==> src/rtl/i2cm_pkg.sv <==
package i2cm_pkg;

   localparam int BYTE_W = 8;

   // bit-level operations executed by the line engine
   typedef enum logic [1:0] {
      OP_START  = 2'd0,
      OP_RSTART = 2'd1,
      OP_STOP   = 2'd2,
      OP_BIT    = 2'd3
   } bus_op_e;

   typedef enum logic [3:0] {
      S_IDLE   = 4'd0,
      S_START  = 4'd1,
      S_DEVW   = 4'd2,
      S_IA     = 4'd3,
      S_RSTART = 4'd4,
      S_DEVR   = 4'd5,
      S_WDATA  = 4'd6,
      S_RDATA  = 4'd7,
      S_STOP   = 4'd8
   } seq_state_e;

endpackage

==> src/rtl/i2cm_qtick.sv <==
module i2cm_qtick #(
   parameter int QUARTER_CYCLES = 4
) (
   input  logic clk,
   input  logic rst_n,
   input  logic en,
   output logic tick
);
   localparam int CW = (QUARTER_CYCLES > 1) ? $clog2(QUARTER_CYCLES) : 1;
   localparam logic [CW-1:0] LAST = CW'(QUARTER_CYCLES - 1);

   logic [CW-1:0] cnt_q;

   assign tick = en && (cnt_q == LAST);

   always_ff @(posedge clk or negedge rst_n) begin
      if (!rst_n) begin
         cnt_q <= '0;
      end else if (!en || tick) begin
         cnt_q <= '0;
      end else begin
         cnt_q <= cnt_q + 1'b1;
      end
   end

endmodule

==> src/rtl/i2cm_bit_phy.sv <==
module i2cm_bit_phy
   import i2cm_pkg::*;
#(
   parameter int SDA_SYNC = 1
) (
   input  logic    clk,
   input  logic    rst_n,
   input  logic    tick,
   input  logic    cmd_valid,
   input  bus_op_e cmd_op,
   input  logic    cmd_bit,
   output logic    active,
   output logic    bit_done,
   output logic    rx_bit,
   output logic    scl_oe,
   output logic    sda_oe,
   input  logic    sda_in
);
   bus_op_e    op_q;
   logic       bit_q;
   logic [1:0] ph_q;
   logic [1:0] ph_nx;
   logic       active_q;
   logic       sda_s;
   logic [1:0] rel_first;
   logic [1:0] rel_next;

   // {scl released, sda released} for one quarter of an operation
   function automatic logic [1:0] line_rel(bus_op_e op, logic b, logic [1:0] ph);
      logic [1:0] r;
      case (op)
         OP_START:  r = (ph == 2'd0) ? 2'b11 : (ph == 2'd3) ? 2'b00 : 2'b10;
         OP_RSTART: r = (ph == 2'd0) ? 2'b01 : (ph == 2'd1) ? 2'b11 :
                        (ph == 2'd2) ? 2'b10 : 2'b00;
         OP_STOP:   r = (ph == 2'd0) ? 2'b00 : (ph == 2'd1) ? 2'b10 : 2'b11;
         default:   r = {(ph == 2'd1) || (ph == 2'd2), b};
      endcase
      return r;
   endfunction

   generate
      if (SDA_SYNC != 0) begin : g_sync
         logic [1:0] sync_q;
         always_ff @(posedge clk or negedge rst_n) begin
            if (!rst_n) sync_q <= 2'b11;
            else        sync_q <= {sync_q[0], sda_in};
         end
         assign sda_s = sync_q[1];
      end else begin : g_direct
         assign sda_s = sda_in;
      end
   endgenerate

   assign ph_nx     = ph_q + 2'd1;
   assign rel_first = line_rel(cmd_op, cmd_bit, 2'd0);
   assign rel_next  = line_rel(op_q, bit_q, ph_nx);
   assign active    = active_q;

   always_ff @(posedge clk or negedge rst_n) begin
      if (!rst_n) begin
         active_q <= 1'b0;
         op_q     <= OP_STOP;
         bit_q    <= 1'b1;
         ph_q     <= 2'd0;
         bit_done <= 1'b0;
         rx_bit   <= 1'b1;
         scl_oe   <= 1'b0;
         sda_oe   <= 1'b0;
      end else begin
         bit_done <= 1'b0;
         if (!active_q && cmd_valid) begin
            active_q <= 1'b1;
            op_q     <= cmd_op;
            bit_q    <= cmd_bit;
            ph_q     <= 2'd0;
            scl_oe   <= ~rel_first[1];
            sda_oe   <= ~rel_first[0];
         end else if (active_q && tick) begin
            if (ph_q == 2'd2) rx_bit <= sda_s;
            if (ph_q == 2'd3) begin
               active_q <= 1'b0;
               bit_done <= 1'b1;
            end else begin
               ph_q   <= ph_nx;
               scl_oe <= ~rel_next[1];
               sda_oe <= ~rel_next[0];
            end
         end
      end
   end

   AST_ONE_LINE_PER_CYCLE: assert property (@(posedge clk) disable iff (!rst_n)
      !(!$stable(scl_oe) && !$stable(sda_oe)))
      else $error("both bus lines switched in one cycle");

   AST_SDA_EDGE_SCL_LOW: assert property (@(posedge clk) disable iff (!rst_n)
      (!$stable(sda_oe) && !$past(scl_oe)) |-> (op_q != OP_BIT))
      else $error("SDA moved under high SCL in a data bit");

   AST_CMD_ONLY_IDLE: assert property (@(posedge clk) disable iff (!rst_n)
      cmd_valid |-> !active_q)
      else $error("command issued to a busy line engine");

endmodule

==> src/rtl/i2cm_byte_shift.sv <==
module i2cm_byte_shift
   import i2cm_pkg::*;
(
   input  logic              clk,
   input  logic              rst_n,
   input  logic              go,
   input  logic [BYTE_W-1:0] tx_byte,
   input  logic              eng_done,
   input  logic              eng_rx,
   output logic              cmd_valid,
   output logic              cmd_bit,
   output logic              done,
   output logic [BYTE_W-1:0] rx_byte,
   output logic              ack_n
);
   localparam int SLOTS = BYTE_W + 1;
   localparam int CW    = $clog2(SLOTS + 1);
   localparam logic [CW-1:0] LAST = CW'(SLOTS - 1);

   logic             run_q;
   logic             wait_q;
   logic [CW-1:0]    cnt_q;
   logic [SLOTS-1:0] sh_q;

   // ninth slot is sent as 1: release for acknowledge, or NACK on a read
   assign cmd_valid = run_q && !wait_q;
   assign cmd_bit   = sh_q[SLOTS-1];
   assign rx_byte   = sh_q[SLOTS-1:1];
   assign ack_n     = sh_q[0];

   always_ff @(posedge clk or negedge rst_n) begin
      if (!rst_n) begin
         run_q  <= 1'b0;
         wait_q <= 1'b0;
         cnt_q  <= '0;
         sh_q   <= '1;
         done   <= 1'b0;
      end else begin
         done <= 1'b0;
         if (go && !run_q) begin
            run_q  <= 1'b1;
            wait_q <= 1'b0;
            cnt_q  <= '0;
            sh_q   <= {tx_byte, 1'b1};
         end else if (run_q) begin
            if (!wait_q) begin
               wait_q <= 1'b1;
            end else if (eng_done) begin
               wait_q <= 1'b0;
               sh_q   <= {sh_q[SLOTS-2:0], eng_rx};
               if (cnt_q == LAST) begin
                  run_q <= 1'b0;
                  done  <= 1'b1;
               end else begin
                  cnt_q <= cnt_q + 1'b1;
               end
            end
         end
      end
   end

   AST_GO_WHILE_IDLE: assert property (@(posedge clk) disable iff (!rst_n)
      go |-> !run_q)
      else $error("byte started while a byte is in flight");

endmodule

==> src/rtl/i2cm_txn_seq.sv <==
module i2cm_txn_seq
   import i2cm_pkg::*;
#(
   parameter int DEV_W        = 7,
   parameter int IA_BYTES_MAX = 3
) (
   input  logic                                 clk,
   input  logic                                 rst_n,
   input  logic                                 start,
   input  logic                                 rw,
   input  logic [DEV_W-1:0]                     dev_addr,
   input  logic [BYTE_W*IA_BYTES_MAX-1:0]       int_addr,
   input  logic [$clog2(IA_BYTES_MAX+1)-1:0]    ia_size,
   input  logic [BYTE_W-1:0]                    wdata,
   input  logic                                 eng_done,
   input  logic                                 byte_done,
   input  logic [BYTE_W-1:0]                    byte_rx,
   input  logic                                 byte_ack_n,
   output logic                                 cond_valid,
   output bus_op_e                              cond_op,
   output logic                                 byte_go,
   output logic [BYTE_W-1:0]                    byte_tx,
   output logic                                 busy,
   output logic                                 done,
   output logic                                 nack_err,
   output logic [BYTE_W-1:0]                    rdata
);
   localparam int SZ_W = $clog2(IA_BYTES_MAX + 1);
   localparam int IA_W = BYTE_W * IA_BYTES_MAX;
   localparam logic [SZ_W-1:0] SZ_MAX = SZ_W'(IA_BYTES_MAX);

   seq_state_e        state_q;
   logic              pend_q;
   logic [SZ_W-1:0]   idx_q;
   logic [SZ_W-1:0]   sz_q;
   logic              rw_q;
   logic [DEV_W-1:0]  dev_q;
   logic [IA_W-1:0]   ia_q;
   logic [BYTE_W-1:0] wd_q;
   logic              is_cond;
   logic              is_byte;
   logic              step_done;
   logic              acked;
   logic [SZ_W-1:0]   sz_eff;
   logic [BYTE_W-1:0] ia_b [IA_BYTES_MAX];

   generate
      for (genvar g = 0; g < IA_BYTES_MAX; g++) begin : g_ia_slice
         assign ia_b[g] = ia_q[BYTE_W*g +: BYTE_W];
      end
   endgenerate

   assign sz_eff  = (ia_size > SZ_MAX) ? SZ_MAX : ia_size;
   assign is_cond = (state_q == S_START) || (state_q == S_RSTART) || (state_q == S_STOP);
   assign is_byte = (state_q == S_DEVW) || (state_q == S_DEVR) || (state_q == S_IA) ||
                    (state_q == S_WDATA) || (state_q == S_RDATA);
   assign cond_valid = is_cond && !pend_q;
   assign byte_go    = is_byte && !pend_q;
   assign step_done  = pend_q && (is_cond ? eng_done : byte_done);
   assign acked      = !byte_ack_n;

   always_comb begin
      case (state_q)
         S_START:  cond_op = OP_START;
         S_RSTART: cond_op = OP_RSTART;
         default:  cond_op = OP_STOP;
      endcase
   end

   always_comb begin
      case (state_q)
         S_DEVW:  byte_tx = {dev_q, 1'b0};
         S_DEVR:  byte_tx = {dev_q, 1'b1};
         S_IA:    byte_tx = ia_b[idx_q];
         S_WDATA: byte_tx = wd_q;
         default: byte_tx = '1;
      endcase
   end

   always_ff @(posedge clk or negedge rst_n) begin
      if (!rst_n) begin
         state_q  <= S_IDLE;
         pend_q   <= 1'b0;
         idx_q    <= '0;
         sz_q     <= '0;
         rw_q     <= 1'b0;
         dev_q    <= '0;
         ia_q     <= '0;
         wd_q     <= '0;
         busy     <= 1'b0;
         done     <= 1'b0;
         nack_err <= 1'b0;
         rdata    <= '0;
      end else begin
         done <= 1'b0;
         if (state_q == S_IDLE) begin
            if (start) begin
               rw_q     <= rw;
               dev_q    <= dev_addr;
               ia_q     <= int_addr;
               sz_q     <= sz_eff;
               wd_q     <= wdata;
               busy     <= 1'b1;
               nack_err <= 1'b0;
               pend_q   <= 1'b0;
               state_q  <= S_START;
            end
         end else if (!pend_q) begin
            pend_q <= 1'b1;
         end else if (step_done) begin
            pend_q <= 1'b0;
            case (state_q)
               S_START: state_q <= (rw_q && (sz_q == '0)) ? S_DEVR : S_DEVW;
               S_DEVW: begin
                  if (!acked) begin
                     nack_err <= 1'b1;
                     state_q  <= S_STOP;
                  end else if (sz_q != '0) begin
                     idx_q   <= sz_q - 1'b1;
                     state_q <= S_IA;
                  end else begin
                     state_q <= S_WDATA;
                  end
               end
               S_IA: begin
                  if (!acked) begin
                     nack_err <= 1'b1;
                     state_q  <= S_STOP;
                  end else if (idx_q != '0) begin
                     idx_q <= idx_q - 1'b1;
                  end else begin
                     state_q <= rw_q ? S_RSTART : S_WDATA;
                  end
               end
               S_RSTART: state_q <= S_DEVR;
               S_DEVR: begin
                  if (!acked) nack_err <= 1'b1;
                  state_q <= acked ? S_RDATA : S_STOP;
               end
               S_RDATA: begin
                  rdata   <= byte_rx;
                  state_q <= S_STOP;
               end
               S_WDATA: begin
                  if (!acked) nack_err <= 1'b1;
                  state_q <= S_STOP;
               end
               S_STOP: begin
                  busy    <= 1'b0;
                  done    <= 1'b1;
                  state_q <= S_IDLE;
               end
               default: state_q <= S_IDLE;
            endcase
         end
      end
   end

   AST_BUSY_IGNORES_START: assert property (@(posedge clk) disable iff (!rst_n)
      (busy && start) |=> ($stable(dev_q) && $stable(rw_q) && $stable(ia_q) && $stable(wd_q)))
      else $error("strobe during busy altered the request");

   AST_ERR_ONLY_ON_NACK: assert property (@(posedge clk) disable iff (!rst_n)
      $rose(nack_err) |-> $past(byte_done && byte_ack_n))
      else $error("error flag raised without a missing acknowledge");

endmodule

==> src/rtl/i2cm_ia_master.sv <==
module i2cm_ia_master
   import i2cm_pkg::*;
#(
   parameter int QUARTER_CYCLES = 4,
   parameter int SDA_SYNC       = 1
) (
   input  logic        clk,
   input  logic        rst_n,
   input  logic        start,
   input  logic        rw,
   input  logic [6:0]  dev_addr,
   input  logic [23:0] int_addr,
   input  logic [1:0]  ia_size,
   input  logic [7:0]  wdata,
   output logic [7:0]  rdata,
   output logic        busy,
   output logic        done,
   output logic        nack_err,
   output logic        scl_oe,
   output logic        sda_oe,
   input  logic        sda_in
);
   localparam int DEV_W        = 7;
   localparam int IA_BYTES_MAX = 3;

   generate
      if (QUARTER_CYCLES < 2) begin : g_bad_quarter
         $error("QUARTER_CYCLES must be at least 2");
      end
      if ((SDA_SYNC != 0) && (SDA_SYNC != 1)) begin : g_bad_sync
         $error("SDA_SYNC must be 0 or 1");
      end
   endgenerate

   logic        tick;
   logic        eng_active;
   logic        eng_done;
   logic        eng_rx;
   logic        cond_valid;
   bus_op_e     cond_op;
   logic        bit_valid;
   logic        bit_val;
   logic        byte_go;
   logic [7:0]  byte_tx;
   logic        byte_done;
   logic [7:0]  byte_rx;
   logic        byte_ack_n;
   logic        eng_valid;
   bus_op_e     eng_op;

   assign eng_valid = cond_valid | bit_valid;
   assign eng_op    = bit_valid ? OP_BIT : cond_op;

   i2cm_qtick #(.QUARTER_CYCLES(QUARTER_CYCLES)) u_qtick (
      .clk   (clk),
      .rst_n (rst_n),
      .en    (eng_active),
      .tick  (tick)
   );

   i2cm_bit_phy #(.SDA_SYNC(SDA_SYNC)) u_phy (
      .clk       (clk),
      .rst_n     (rst_n),
      .tick      (tick),
      .cmd_valid (eng_valid),
      .cmd_op    (eng_op),
      .cmd_bit   (bit_val),
      .active    (eng_active),
      .bit_done  (eng_done),
      .rx_bit    (eng_rx),
      .scl_oe    (scl_oe),
      .sda_oe    (sda_oe),
      .sda_in    (sda_in)
   );

   i2cm_byte_shift u_byte (
      .clk       (clk),
      .rst_n     (rst_n),
      .go        (byte_go),
      .tx_byte   (byte_tx),
      .eng_done  (eng_done),
      .eng_rx    (eng_rx),
      .cmd_valid (bit_valid),
      .cmd_bit   (bit_val),
      .done      (byte_done),
      .rx_byte   (byte_rx),
      .ack_n     (byte_ack_n)
   );

   i2cm_txn_seq #(.DEV_W(DEV_W), .IA_BYTES_MAX(IA_BYTES_MAX)) u_seq (
      .clk        (clk),
      .rst_n      (rst_n),
      .start      (start),
      .rw         (rw),
      .dev_addr   (dev_addr),
      .int_addr   (int_addr),
      .ia_size    (ia_size),
      .wdata      (wdata),
      .eng_done   (eng_done),
      .byte_done  (byte_done),
      .byte_rx    (byte_rx),
      .byte_ack_n (byte_ack_n),
      .cond_valid (cond_valid),
      .cond_op    (cond_op),
      .byte_go    (byte_go),
      .byte_tx    (byte_tx),
      .busy       (busy),
      .done       (done),
      .nack_err   (nack_err),
      .rdata      (rdata)
   );

   AST_IDLE_RELEASED: assert property (@(posedge clk) disable iff (!rst_n)
      !busy |-> (!scl_oe && !sda_oe))
      else $error("bus driven while idle");

   AST_DONE_AT_BUSY_FALL: assert property (@(posedge clk) disable iff (!rst_n)
      $fell(busy) |-> done)
      else $error("busy fell without done");

   AST_DONE_SINGLE: assert property (@(posedge clk) disable iff (!rst_n)
      done |=> !done)
      else $error("done longer than one cycle");

   AST_ONE_ISSUER: assert property (@(posedge clk) disable iff (!rst_n)
      !(cond_valid && bit_valid))
      else $error("condition and bit issued together");

endmodule

==> config.mk <==
export PLATFORM = sky130hd
export DESIGN_NAME = i2cm_ia_master
export DESIGN_NICKNAME = d
export VERILOG_FILES = /design/src/rtl/i2cm_pkg.sv /design/src/rtl/i2cm_qtick.sv /design/src/rtl/i2cm_bit_phy.sv /design/src/rtl/i2cm_byte_shift.sv /design/src/rtl/i2cm_txn_seq.sv /design/src/rtl/i2cm_ia_master.sv
export SDC_FILE = /design/constraint.sdc
export NUM_CORES = 1
export LEC_CHECK = 0
export ABC_AREA = 1
export BUFFER_PORTS_ARGS = -buffer_cell sky130_fd_sc_hd__buf_2
export CAP_MARGIN = 0
export CELL_PAD_IN_SITES_DETAIL_PLACEMENT = 1
export CELL_PAD_IN_SITES_GLOBAL_PLACEMENT = 1
export CORE_UTILIZATION = 38
export CTS_BUF_LIST = sky130_fd_sc_hd__clkbuf_8 sky130_fd_sc_hd__clkbuf_16
export DETAILED_ROUTE_END_ITERATION = 6
export PLACE_DENSITY = 0.8
export SYNTH_ARGS = -nofsm -noshare
export SYNTH_HDL_FRONTEND = slang
export SYNTH_SLANG_ARGS = --single-unit
==> constraint.sdc <==
create_clock -name clk -period 1.55 [get_ports clk]
set_clock_uncertainty 0.1 [all_clocks]
set_input_delay 0.155 -clock clk [delete_from_list [all_inputs] [get_ports clk]]
set_output_delay 0.155 -clock clk [all_outputs]
set_load 0.02 [all_outputs]
==> metrics.txt <==
largest net degree at the start of global routing=40; DPL Wire Length=9134 µm; RSZ-0062 raised after global routing=true; Top Layer Used=met4; worst setup margin=-360.3 ps; top-area cell type share of the netlist area=42.40%; Synth cell types=37; ant diodes=0; first-pass GRT wire length=24,830 µm; CTS H-tree lvls=3; Hold WC Path Type=in -> async; I/O pin count=59; Synth Register Bits=90; pre-CTS setup slack=-233.3 ps; pwr/cell area=2031 nW/µm²; syn nets=621; initial antenna violation count=0; per-cell routed wire length=23.76 µm; Synth area leaders=dfrtp_1 (42%), nand2_1 (21%), dfstp_2 (8.2%), nor2_1 (3.1%), o21ai_0 (2.5%); number of global-route vias before repair=4,941; Seq/Total Area, Yosys=50.60%; TritonCTS clock tree=done; largest family of logic cells by synthesized area=simple AND/OR/NAND/NOR gates; CP Launch Type=flop; CTS buffer count=9; core area=11,470 µm²; IO buf count=58; mux share of post-synthesis cell area=0.2510%; Main synth FF type=dfrtp_1; status=complete, but fails checks; Slew Viols, Final=0; min cycle time layout=1910 ps; Vias per Instance=5.575; clk sinks=90; fin crit share=123.2%; clock buffer depth=2; required time worst endpoint=1730 ps; Mapped Area=4486 µm²; adder-cell share of the synthesized area=1.953%; measured slew at the worst slew-check pin=401.2 ps; Post-synth EDFFs=0; Clock Latency Late Sink=370 ps; Crit Path Max Fanout=7; DR WL met2=10,990 µm; area delta synth->final=60.61%; complex-gate fraction of the synthesized area=6.304%; detailed-router iteration count before antenna repair=5; die height=110.6 µm; layout cell share with drive strength beyond 1=45.93%; relative slew slack=73.25%; CP arrival=2090 ps; CTS root buf=clkbuf_16; Setup CP Type=reg -> reg; Die Wd=110.6 µm; final core occ=62.83%; DR iter-0 viols=353; met1 WL=8064 µm; post-synthesis simple-gate area fraction=35.03%; asr flop ratio synth=100.0%; RD Place Congestion=0.8361; grt total ovfl=0; peak supply drop=1336 µV; antenna-violating nets left=0; Peak Freq=523.5 MHz; Final #Nets=797; GRT Util Overall=25.50%; Mapped Cells=568; initial cell density of the core=39.12%; die area=12,240 µm²; # DRC=0; Yosys Warn Count=0; Avg Cell Area, Syn=7.897 µm²; failing checks=negative setup slack; Final Setup Violations=81; Site Rows=39; WL final=21,190 µm; CP Capture Type=flop; Leak=3.601 nW; clock-pin slew on the worst setup and hold paths=70 ps; endpoints failing hold=0; metal3 WL=903 µm; max_cap viols=0; post-synthesis xor/xnor area fraction=0.9763%; Synth area leader=dfrtp_1; via count=4,973
## kinds of logic after synthesis
family,count (synthesis)
AND/OR/NAND/NOR,359
multiplexers,1
buffers and inverters,54
AO/OA/AOI/OAI,52
flip-flops,90
XOR/XNOR,5
adder cells (fa/ha/maj),7
## registers in the layout (all words and copies together), names as in the netlist, 2 cells and up
name and count:
u_seq.idx_q 2, u_qtick.cnt_q 2, u_byte.sh_q 9, u_phy.g_sync.sync_q 2, u_phy.ph_q 2, u_byte.cnt_q 4, u_phy.op_q 2, u_seq.dev_q 7
u_seq.rdata 8, u_seq.wd_q 8, u_seq.ia_q 24, u_seq.sz_q 2, u_seq.state_q 4
## metal layers
metal,vias to the layer above,track usage (%)
met5,-,0
met2,225,47.04
met4,0,10.22
met1,2503,29.33
li1,2157,-
met3,88,3.842
## report_power, final
group	total [mW]	switching, mW	internal (mW)
Sequential	4.55	1.13	3.43
Clock	2.19	1.08	1.10
Combinational	7.89	4.62	3.28
## final timing paths
path | from | to | slack, ps | cells past startpoint
worst max-delay path | u_seq.state_q[1] | u_byte.sh_q[6] | -360 | 10
worst max register to register | u_seq.state_q[1] | u_byte.sh_q[6] | -360 | 10
worst min-delay path | rst_n | u_phy.sda_oe | 150 | 2
max in group asynchronous | rst_n | u_phy.op_q[1] | 520 | 3
min in group clk | u_phy.g_sync.sync_q[0] | u_phy.g_sync.sync_q[1] | 260 | 0
worst min register to register | u_phy.g_sync.sync_q[0] | u_phy.g_sync.sync_q[1] | 260 | 0
## repair_timing
| action | CTS | global route |
|---|---|---|
| hold endpoints to repair | 91 | 0 |
| pin swaps | 9 | 46 |
| hold buffers | 44 | 0 |
| buffers inserted | 12 | 21 |
| gates resized for setup | 66 | 183 |
| gates cloned | 1 | 5 |
| endpoints found under the setup margin | 80 | 83 |
## critical path, cell delays in order (launching register included)
cell      delay (ps)
dfrtp_2          540
buf_6            160
nand2_4           70
inv_2             90
nand2_4           70
buf_6            150
nor2_4           160
nor2_4            60
nand3b_1         140
nand2_1          110
nor2_1           160
## final cells by class
class,count,area (µm²)
clock buffer,9,225.2
tap,143,178.9
timing repair buffer,176,1506
inverter,41,178.9
multi-input combinational,426,2786
fill,1275,4263
clock inverter,7,53.80
sequential,90,2275
## layout by cell type, fill, tap and decap left out, types with 14 or more instances in the layout
cell           count
buf_2             57
buf_4             48
buf_6             16
dfrtp_1           72
dfstp_2           14
dlygate4sd3_1     44
inv_1             27
nand2_1          154
nand2_2           54
nand2_4           42
nor2_1            20
nor2_4            15
o21ai_1           18
## cell usage after synthesis, types with 2 or more instances
| cell type | n |
|---|---|
| a21oi_1 | 7 |
| buf_2 | 10 |
| clkbuf_1 | 2 |
| clkinv_1 | 2 |
| dfrtp_1 | 76 |
| dfstp_2 | 14 |
| ha_1 | 7 |
| inv_1 | 28 |
| inv_2 | 11 |
| nand2_1 | 246 |
| nand2_2 | 7 |
| nand3_1 | 18 |
| nand3_2 | 4 |
| nand3b_1 | 6 |
| nand4_1 | 11 |
| nor2_1 | 37 |
| nor2_2 | 7 |
| nor2_4 | 2 |
| nor3_1 | 3 |
| o211ai_1 | 4 |
| o21ai_0 | 22 |
| o21ai_1 | 15 |
| or2_1 | 5 |
| or2_2 | 8 |
| xor2_1 | 4 |
## stage by stage
step | TNS, ps | power [mW] | cell area [µm²] | std cells | hold slack, ps
floorplan | 0 | 6.853 | 4491 | 568 | -240.6
global placement | -6085 | 8.333 | 5233 | 794 | -7.139
detailed placement | -8242 | 8.606 | 5233 | 794 | -2.216
CTS | -5321 | 11.39 | 6297 | 867 | 139.0
global route | -23380 | 15.24 | 7204 | 892 | 191.0
finish | -18430 | 14.63 | 7204 | 892 | 153.9
Note: power is estimated with default switching activity, not from simulation.
